File: src/rtl/gpio_irq_pkg.sv
`timescale 1ns/1ps
package gpio_irq_pkg;
  localparam int unsigned REG_W  = 32;
  localparam int unsigned ADDR_W = 8;
  localparam int unsigned KINDS  = 4;

  localparam int KIND_RISE = 0;
  localparam int KIND_FALL = 1;
  localparam int KIND_HIGH = 2;
  localparam int KIND_LOW  = 3;

  localparam logic [ADDR_W-1:0] OFF_IN  = 8'h00;
  localparam logic [ADDR_W-1:0] OFF_IEN = 8'h04;
  localparam logic [ADDR_W-1:0] OFF_OEN = 8'h08;
  localparam logic [ADDR_W-1:0] OFF_OUT = 8'h0C;
  localparam logic [ADDR_W-1:0] OFF_XOR = 8'h40;

  // enable/pending pairs sit 8 bytes apart, starting at 0x18
  function automatic logic [ADDR_W-1:0] ie_off(int k);
    return ADDR_W'(32'h18 + 32'(8 * k));
  endfunction

  function automatic logic [ADDR_W-1:0] ip_off(int k);
    return ADDR_W'(32'h1C + 32'(8 * k));
  endfunction
endpackage

File: src/rtl/gpio_sync.sv
`timescale 1ns/1ps
module gpio_sync #(
  parameter int unsigned W      = 32,
  parameter int unsigned STAGES = 2
) (
  input  logic         clk_i,
  input  logic         rst_ni,
  input  logic [W-1:0] d_i,
  output logic [W-1:0] q_o
);
  logic [W-1:0] st_q [STAGES];

  always_ff @(posedge clk_i or negedge rst_ni) begin
    if (!rst_ni) begin
      for (int i = 0; i < int'(STAGES); i++) st_q[i] <= '0;
    end else begin
      st_q[0] <= d_i;
      for (int i = 1; i < int'(STAGES); i++) st_q[i] <= st_q[i-1];
    end
  end

  assign q_o = st_q[STAGES-1];
endmodule

File: src/rtl/gpio_evt.sv
`timescale 1ns/1ps
module gpio_evt #(
  parameter int unsigned W = 32
) (
  input  logic         clk_i,
  input  logic         rst_ni,
  input  logic [W-1:0] sync_i,
  output logic [W-1:0] rise_o,
  output logic [W-1:0] fall_o,
  output logic [W-1:0] high_o,
  output logic [W-1:0] low_o
);
  logic [W-1:0] prev_q;

  always_ff @(posedge clk_i or negedge rst_ni) begin
    if (!rst_ni) prev_q <= '0;
    else         prev_q <= sync_i;
  end

  assign rise_o = sync_i & ~prev_q;
  assign fall_o = ~sync_i & prev_q;
  assign high_o = sync_i;
  assign low_o  = ~sync_i;
endmodule

File: src/rtl/gpio_pend.sv
`timescale 1ns/1ps
module gpio_pend #(
  parameter int unsigned W = 32
) (
  input  logic         clk_i,
  input  logic         rst_ni,
  input  logic [W-1:0] set_i,
  input  logic [W-1:0] clr_i,
  output logic [W-1:0] ip_o
);
  logic [W-1:0] ip_q;

  // set beats clear on the same edge
  always_ff @(posedge clk_i or negedge rst_ni) begin
    if (!rst_ni) ip_q <= '0;
    else         ip_q <= (ip_q & ~clr_i) | set_i;
  end

  assign ip_o = ip_q;
endmodule

File: src/rtl/gpio_irq_ctrl.sv
`timescale 1ns/1ps
module gpio_irq_ctrl
  import gpio_irq_pkg::*;
#(
  parameter int unsigned NPINS       = 32,
  parameter int unsigned SYNC_STAGES = 2
) (
  input  logic              clk_i,
  input  logic              rst_ni,
  input  logic              we_i,
  input  logic [ADDR_W-1:0] addr_i,
  input  logic [REG_W-1:0]  wdata_i,
  output logic [REG_W-1:0]  rdata_o,
  input  logic [NPINS-1:0]  ext_i,
  output logic [NPINS-1:0]  pin_o,
  output logic [NPINS-1:0]  pin_oe_o,
  output logic              irq_o
);
  logic [NPINS-1:0] wdata_n;
  logic [NPINS-1:0] ien_q, oen_q, out_q, xor_q;
  logic [NPINS-1:0] drive, raw_in, sync_in;
  logic [NPINS-1:0] kind_ie_q [KINDS];
  logic [NPINS-1:0] kind_ev   [KINDS];
  logic [NPINS-1:0] kind_clr  [KINDS];
  logic [NPINS-1:0] kind_ip   [KINDS];

  assign wdata_n = wdata_i[NPINS-1:0];

  always_ff @(posedge clk_i or negedge rst_ni) begin
    if (!rst_ni) begin
      ien_q <= '0;
      oen_q <= '0;
      out_q <= '0;
      xor_q <= '0;
      for (int k = 0; k < int'(KINDS); k++) kind_ie_q[k] <= '0;
    end else if (we_i) begin
      if (addr_i == OFF_IEN) ien_q <= wdata_n;
      if (addr_i == OFF_OEN) oen_q <= wdata_n;
      if (addr_i == OFF_OUT) out_q <= wdata_n;
      if (addr_i == OFF_XOR) xor_q <= wdata_n;
      for (int k = 0; k < int'(KINDS); k++)
        if (addr_i == ie_off(k)) kind_ie_q[k] <= wdata_n;
    end
  end

  assign drive    = out_q ^ xor_q;
  assign pin_o    = drive;
  assign pin_oe_o = oen_q;
  // gate before the synchronizer so disabled pins never toggle it
  assign raw_in   = ((drive & oen_q) | ext_i) & ien_q;

  gpio_sync #(.W(NPINS), .STAGES(SYNC_STAGES)) u_sync (
    .clk_i (clk_i),
    .rst_ni(rst_ni),
    .d_i   (raw_in),
    .q_o   (sync_in)
  );

  gpio_evt #(.W(NPINS)) u_evt (
    .clk_i (clk_i),
    .rst_ni(rst_ni),
    .sync_i(sync_in),
    .rise_o(kind_ev[KIND_RISE]),
    .fall_o(kind_ev[KIND_FALL]),
    .high_o(kind_ev[KIND_HIGH]),
    .low_o (kind_ev[KIND_LOW])
  );

  for (genvar k = 0; k < int'(KINDS); k++) begin : g_kind
    assign kind_clr[k] = (we_i && addr_i == ip_off(k)) ? wdata_n : '0;
    gpio_pend #(.W(NPINS)) u_pend (
      .clk_i (clk_i),
      .rst_ni(rst_ni),
      .set_i (kind_ev[k] & kind_ie_q[k]),
      .clr_i (kind_clr[k]),
      .ip_o  (kind_ip[k])
    );
  end

  always_comb begin
    logic [NPINS-1:0] act;
    act = '0;
    for (int k = 0; k < int'(KINDS); k++) act |= kind_ip[k] & kind_ie_q[k];
    irq_o = |act;
  end

  always_comb begin
    rdata_o = '0;
    case (addr_i)
      OFF_IN:  rdata_o = REG_W'(sync_in);
      OFF_IEN: rdata_o = REG_W'(ien_q);
      OFF_OEN: rdata_o = REG_W'(oen_q);
      OFF_OUT: rdata_o = REG_W'(out_q);
      OFF_XOR: rdata_o = REG_W'(xor_q);
      default: rdata_o = '0;
    endcase
    for (int k = 0; k < int'(KINDS); k++) begin
      if (addr_i == ie_off(k)) rdata_o = REG_W'(kind_ie_q[k]);
      if (addr_i == ip_off(k)) rdata_o = REG_W'(kind_ip[k]);
    end
  end
endmodule

File: config.mk
export PLATFORM = sky130hd
export DESIGN_NAME = gpio_irq_ctrl
export DESIGN_NICKNAME = d
export VERILOG_FILES = /design/src/rtl/gpio_irq_pkg.sv /design/src/rtl/gpio_sync.sv /design/src/rtl/gpio_evt.sv /design/src/rtl/gpio_pend.sv /design/src/rtl/gpio_irq_ctrl.sv
export SDC_FILE = /design/constraint.sdc
export NUM_CORES = 1
export LEC_CHECK = 0
export CORE_MARGIN = 3
export CORE_UTILIZATION = 57
export CTS_CLUSTER_DIAMETER = 200
export DETAILED_ROUTE_END_ITERATION = 8
export DONT_BUFFER_PORTS = 1
export PLACE_DENSITY = 0.72
export SYNTH_ARGS = -nofsm -noshare
export SYNTH_HDL_FRONTEND = slang
export SYNTH_SLANG_ARGS = --single-unit
File: constraint.sdc
create_clock -name clk_i -period 2.9 [get_ports clk_i]
set_clock_uncertainty 0.05 [all_clocks]
set_input_delay 0.435 -clock clk_i [delete_from_list [all_inputs] [get_ports clk_i]]
set_output_delay 0.435 -clock clk_i [all_outputs]
set_load 0.1 [all_outputs]
; Word level (Yosys, flattened, before mapping)
; Index checks and enable logic that the tools add are counted.
[word_totals]
ff_bits = 480
output_inout_bits = 97
wordCells = 85
[op_classes]
eq_ne = 12
muxes = 13
n_bitwise = 31
reduce_logical = 14
[op_table]
columns = op, count
row1 = $and 32x32->32, 16
row2 = $mux 32, 12
row3 = $or 32x32->32, 8
row4 = $not 32->32, 6
row5 = $pmux 32 s5, 1
row6 = $eq 8x6->1 const B, 6
row7 = $reduce_or 32->1, 1
row8 = $xor 32x32->32, 1
row9 = $eq 8x4->1 const B, 2
row10 = $eq 8x5->1 const B, 2
row11 = $reduce_and 2->1, 8
row12 = $eq 8x3->1 const B, 1
row13 = $eq 8x7->1 const B, 1
row14 = $logic_not 8->1, 1
row15 = $logic_and 1x1->1, 4

; Longest topological paths before layout
[logic_depth]
word_depth = 10
mapped_depth = 9

; Hierarchy
; From an unflattened synthesis, not the netlist that was laid out.
[unflattened]
hier_cells = 2258
area_unflattened_um2 = 24544.8
[by_module_without_submodules]
columns = module, n_inst, cells_each, area_each_um2, seq_area_each_um2
row1 = gpio_irq_ctrl, 1, 1618, 16417.0, 6406.1
row2 = gpio_pend, 4, 96, 1161.1, 800.8
row3 = gpio_sync, 1, 96, 1841.8, 1601.5
row4 = gpio_evt, 1, 160, 1641.6, 800.8

; Worst setup path after synthesis
; Ideal clock, no wire load.
[synth_path]
kind = input-to-output
startpoint = input addr_i[7]
endpoint = output rdata_o[1]
arrival_time_ps = 3803
path_slack_ps = -1388
path_stages = 8
path_buffers = 3
cell_sequence = buf_6 > or4b_1 > buf_6 > nor2_8 > buf_4 > a221o_1 > a211oi_1 > nor3_1
[synth_via]
elab_chain_len = 10
word_cells_on_any_way = 22
[synth_rtl]
columns = item, line_no
row1 = "start, declared", gpio_irq_ctrl.sv:11  ; input logic [ADDR_W-1:0] addr_i,
row2 = "$eq 8x7->1, or another cell as far along", gpio_irq_ctrl.sv:89  ; case (addr_i)
row3 = $pmux 32 s5, gpio_irq_ctrl.sv:89
row4 = $mux 32, gpio_irq_ctrl.sv:98  ; if (addr_i == ie_off(k)) rdata_o = REG_W'(kind_ie_q[k]);
row5 = $mux 32, gpio_irq_ctrl.sv:99  ; if (addr_i == ip_off(k)) rdata_o = REG_W'(kind_ip[k]);
row6 = $mux 32, gpio_irq_ctrl.sv:98
row7 = $mux 32, gpio_irq_ctrl.sv:99
row8 = $mux 32, gpio_irq_ctrl.sv:98
row9 = $mux 32, gpio_irq_ctrl.sv:99
row10 = $mux 32, gpio_irq_ctrl.sv:98
row11 = $mux 32 (*), gpio_irq_ctrl.sv:99
row12 = "end, declared", gpio_irq_ctrl.sv:13  ; output logic [REG_W-1:0] rdata_o,
; Every way passes the cells marked *; elsewhere a longest branch is shown, timed or not.

; Worst setup path in the final report
[layout_path]
startpoint = register ien_q[31]
endpoint = output rdata_o[31]
[layout_via]
elab_chain_len = 9
[layout_rtl]
columns = item, line_no
row1 = "start, declared", gpio_irq_ctrl.sv:20  ; logic [NPINS-1:0] ien_q, oen_q, out_q, xor_q;
row2 = "start signal, assigned", gpio_irq_ctrl.sv:37  ; if (addr_i == OFF_IEN) ien_q <= wdata_n;
row3 = $pmux 32 s5, gpio_irq_ctrl.sv:89
row4 = $mux 32, gpio_irq_ctrl.sv:98
row5 = $mux 32, gpio_irq_ctrl.sv:99
row6 = $mux 32, gpio_irq_ctrl.sv:98
row7 = $mux 32, gpio_irq_ctrl.sv:99
row8 = $mux 32, gpio_irq_ctrl.sv:98
row9 = $mux 32, gpio_irq_ctrl.sv:99
row10 = $mux 32, gpio_irq_ctrl.sv:98
row11 = $mux 32, gpio_irq_ctrl.sv:99
; No other way between the ends.

==> results.ini <==
[run_status]
status = finished, violations left
violations = hold timing, setup timing

[floorplanning]
placementRows = 72
pin_count = 172
dieWidth_um = 205
dieArea_mm2 = 0.0419
initial_core_util_pct = 58.0
core_area_mm2 = 0.0388
die-height_um = 205

[clock_network]
cts_root_buffer = clkbuf_16
cts.htree.levels = 2
cts_made_buffers = 50
clock_sinks = 480
clk_pin_slew_ns = 0.06
cts_hold_buf = 64
cts_buffer_depth = 3
cts_tree = done
insertion_delay_ns = 0.61

[sta]
finalMaxSlewViolations = 0
rsz0062_at_grt = true
finalCritPeriodShare_pct = 108
hold_viol = 480
tns_ns = -0.310
period_needed_ns = 3.13
hold_ws_ns = -0.518
tightest_slew_ns = 1.41
setup_ws_ns = -0.228
finalSetupViolCount = 2
fmax_ghz = 0.320
slew_headroom_pct = 5.93

[setup_path]
startpoint = ien_q[31]$_DFFE_PN0P_
crit_fanout = 3
critPathLaunchType = flip-flop
end_kind = output port
cp_data_required_time_ns = 2.41
critPathKind = reg2out
arrival_ns = 2.64
r2r_start = out_q[31]$_DFFE_PN0P_

[synthesis]
synthesis.instances = 1961
synth_edf_count = 0
syn_area_mm2 = 0.0225
synth-main-ff-cell = dfrtp_1
synthArstFlopShare_pct = 100
ys_seq_area_share_pct = 53.4
ys_ff_latch = 480
ys_warn_count = 0
syn_nets = 2036
synth.avg_cell_area_um2 = 11.5
ys_types = 66

[placement]
gp_congestion = 1.01
port-buffer-count = 0
place_hpwl_mm = 55.0
dp_cells = 2519

[cells_and_area]
areaGrowthSynthToFinish_pct = 22.3
fillCellCount = 2726
fin_cells = 2683
final_common_cell = dfrtp_1
fin_nets = 2203
drive_above_1_share_pct = 28.9
final_cell_mix = dfrtp_1, nand2_1, mux2_2
fin_util_pct = 70.9

[power_and_ir_drop]
leakage_nw = 12.7
p_per_area_mw_per_mm2 = 585
total_power_mw = 16.1
irDropWorstVdd_mv = 0.514

[worst_hold_path]
hold_class = in2async

[route]
drt_first_pass_iters = 6
ant_nets = 0
routed_wl_mm = 85.1
drt-wirelength-per-cell_um = 31.7
vias_per_cell = 6.87
route.detailed.drc = 0
initialDrtViolationCount = 2135
vias = 18437

[global_routing]
grt_pass1_vias = 18701
grt_first_pass_wirelength_mm = 124
grt_max_degree = 481
overflow = 0
antenna_found_initial = 1
grt.total_usage_pct = 40.4

[run]
maxCapViolations = 0

-- stage by stage --
stage               instance area [um^2]  setup slack [ns]
CTS                                27500            -0.250
detailed placement                 25000            0.0588
global placement                   25000            0.0715
finish                             27500            -0.228
global route                       27500            -0.311
floorplan                          22800           -0.0879
-- cell usage after synthesis (29+ instances only) --
cell	n	area, um^2
nor2_1	63	236
inv_1	37	139
dfrtp_1	480	12000
buf_2	53	265
o22ai_1	30	188
a32o_1	35	350
a22o_1	100	876
o21ai_0	93	465
xor2_1	32	280
mux2i_1	35	350
a21oi_1	65	325
nor2b_1	47	294
a221oi_1	39	342
a221o_1	29	290
mux2_2	232	2610
nand2_1	245	920
clkbuf_1	65	244
-- layout make-up --
cell class | count | area (um^2) | area share (%)
Inverter | 37 | 139 | 0.504
Timing Repair Buffer | 260 | 2690 | 9.77
Tap cell | 518 | 648 | 2.35
Clock buffer | 76 | 1500 | 5.45
Clock inverter | 12 | 146 | 0.532
Antenna cell | 1 | 2.50 | 0.00909
Sequential cell | 480 | 12000 | 43.7
Multi-Input combinational cell | 1299 | 10400 | 37.7
-- where the power goes --
group	internal, mW	switching [mW]	total, mW	leakage (nW)
clock	3.82	2.73	6.54	0.815
combinational	0.722	1.15	1.88	5.50
sequential	7.13	0.553	7.68	6.37
total	11.7	4.43	16.1	12.7
-- metal layers --
| metal | wire length [um] | part of all wire (%) | up-vias | track usage [%] |
|---|---|---|---|---|
| li1 | - | - | 7544 | - |
| met1 | 32800 | 39 | 9461 | 54.1 |
| met5 | 16 | 0.019 | - | 0 |
| met4 | 4370 | 5.1 | 2 | 19.0 |
| met2 | 38900 | 46 | 1162 | 62.6 |
| met3 | 9000 | 11 | 268 | 9.98 |
-- state kept, by name, indices dropped and copies added, names as in the netlist --
name	count
u_sync.q_o	32
ien_q	32
out_q	32
u_sync.st_q	32
pin_oe_o	32
xor_q	32
g_kind.u_pend.ip_o	128
u_evt.prev_q	32
kind_ie_q	128
-- final timing paths --
path,endpoint,slack (ns),depth (start not counted)
worst min register to register,u_sync.q_o[3]$_DFF_PN0_,0.30,0
max in group asynchronous,u_sync.q_o[18]$_DFF_PN0_,2.07,0
min in group clk_i,kind_ie_q[61]$_DFFE_PN0P_,0.26,2
worst min-delay path,u_sync.q_o[6]$_DFF_PN0_,-0.52,0
worst max-delay path,rdata_o[31],-0.23,6
worst max register to register,u_sync.st_q[63]$_DFF_PN0_,1.51,5
-- worst max-delay path, cell delays in order, from the launching register on --
cell,delay [ns]
dfrtp_1,0.42
mux4_2,0.46
and3_1,0.19
a211o_1,0.29
a222oi_1,0.39
o21ai_4,0.12
buf_12,0.20
-- what timing repair did --
item / CTS / global route
buffers inserted: 9 / 2
pin swaps: 11 / 4
gates cloned: 0 / 0
endpoints found under the setup margin: 3 / 5
resized for setup: 34 / 10
endpoints found under the hold margin: 896 / 480
-- kinds of logic (layout without fill, tap and decap cells) --
logic type / after synthesis / after routing / synth area share, %
AOI/OAI and AO/OA: 523 / 523 / 17.3
xor gates and xnor gates: 32 / 32 / 1.25
buffers and inverters: 182 / 385 / 3.90
DFF: 480 / 480 / 53.4
muxes: 296 / 296 / 14.7
other: 0 / 1 / 0
and+or+nand+nor: 448 / 448 / 9.53
No activity file was read; power rests on OpenSTA's default activity.
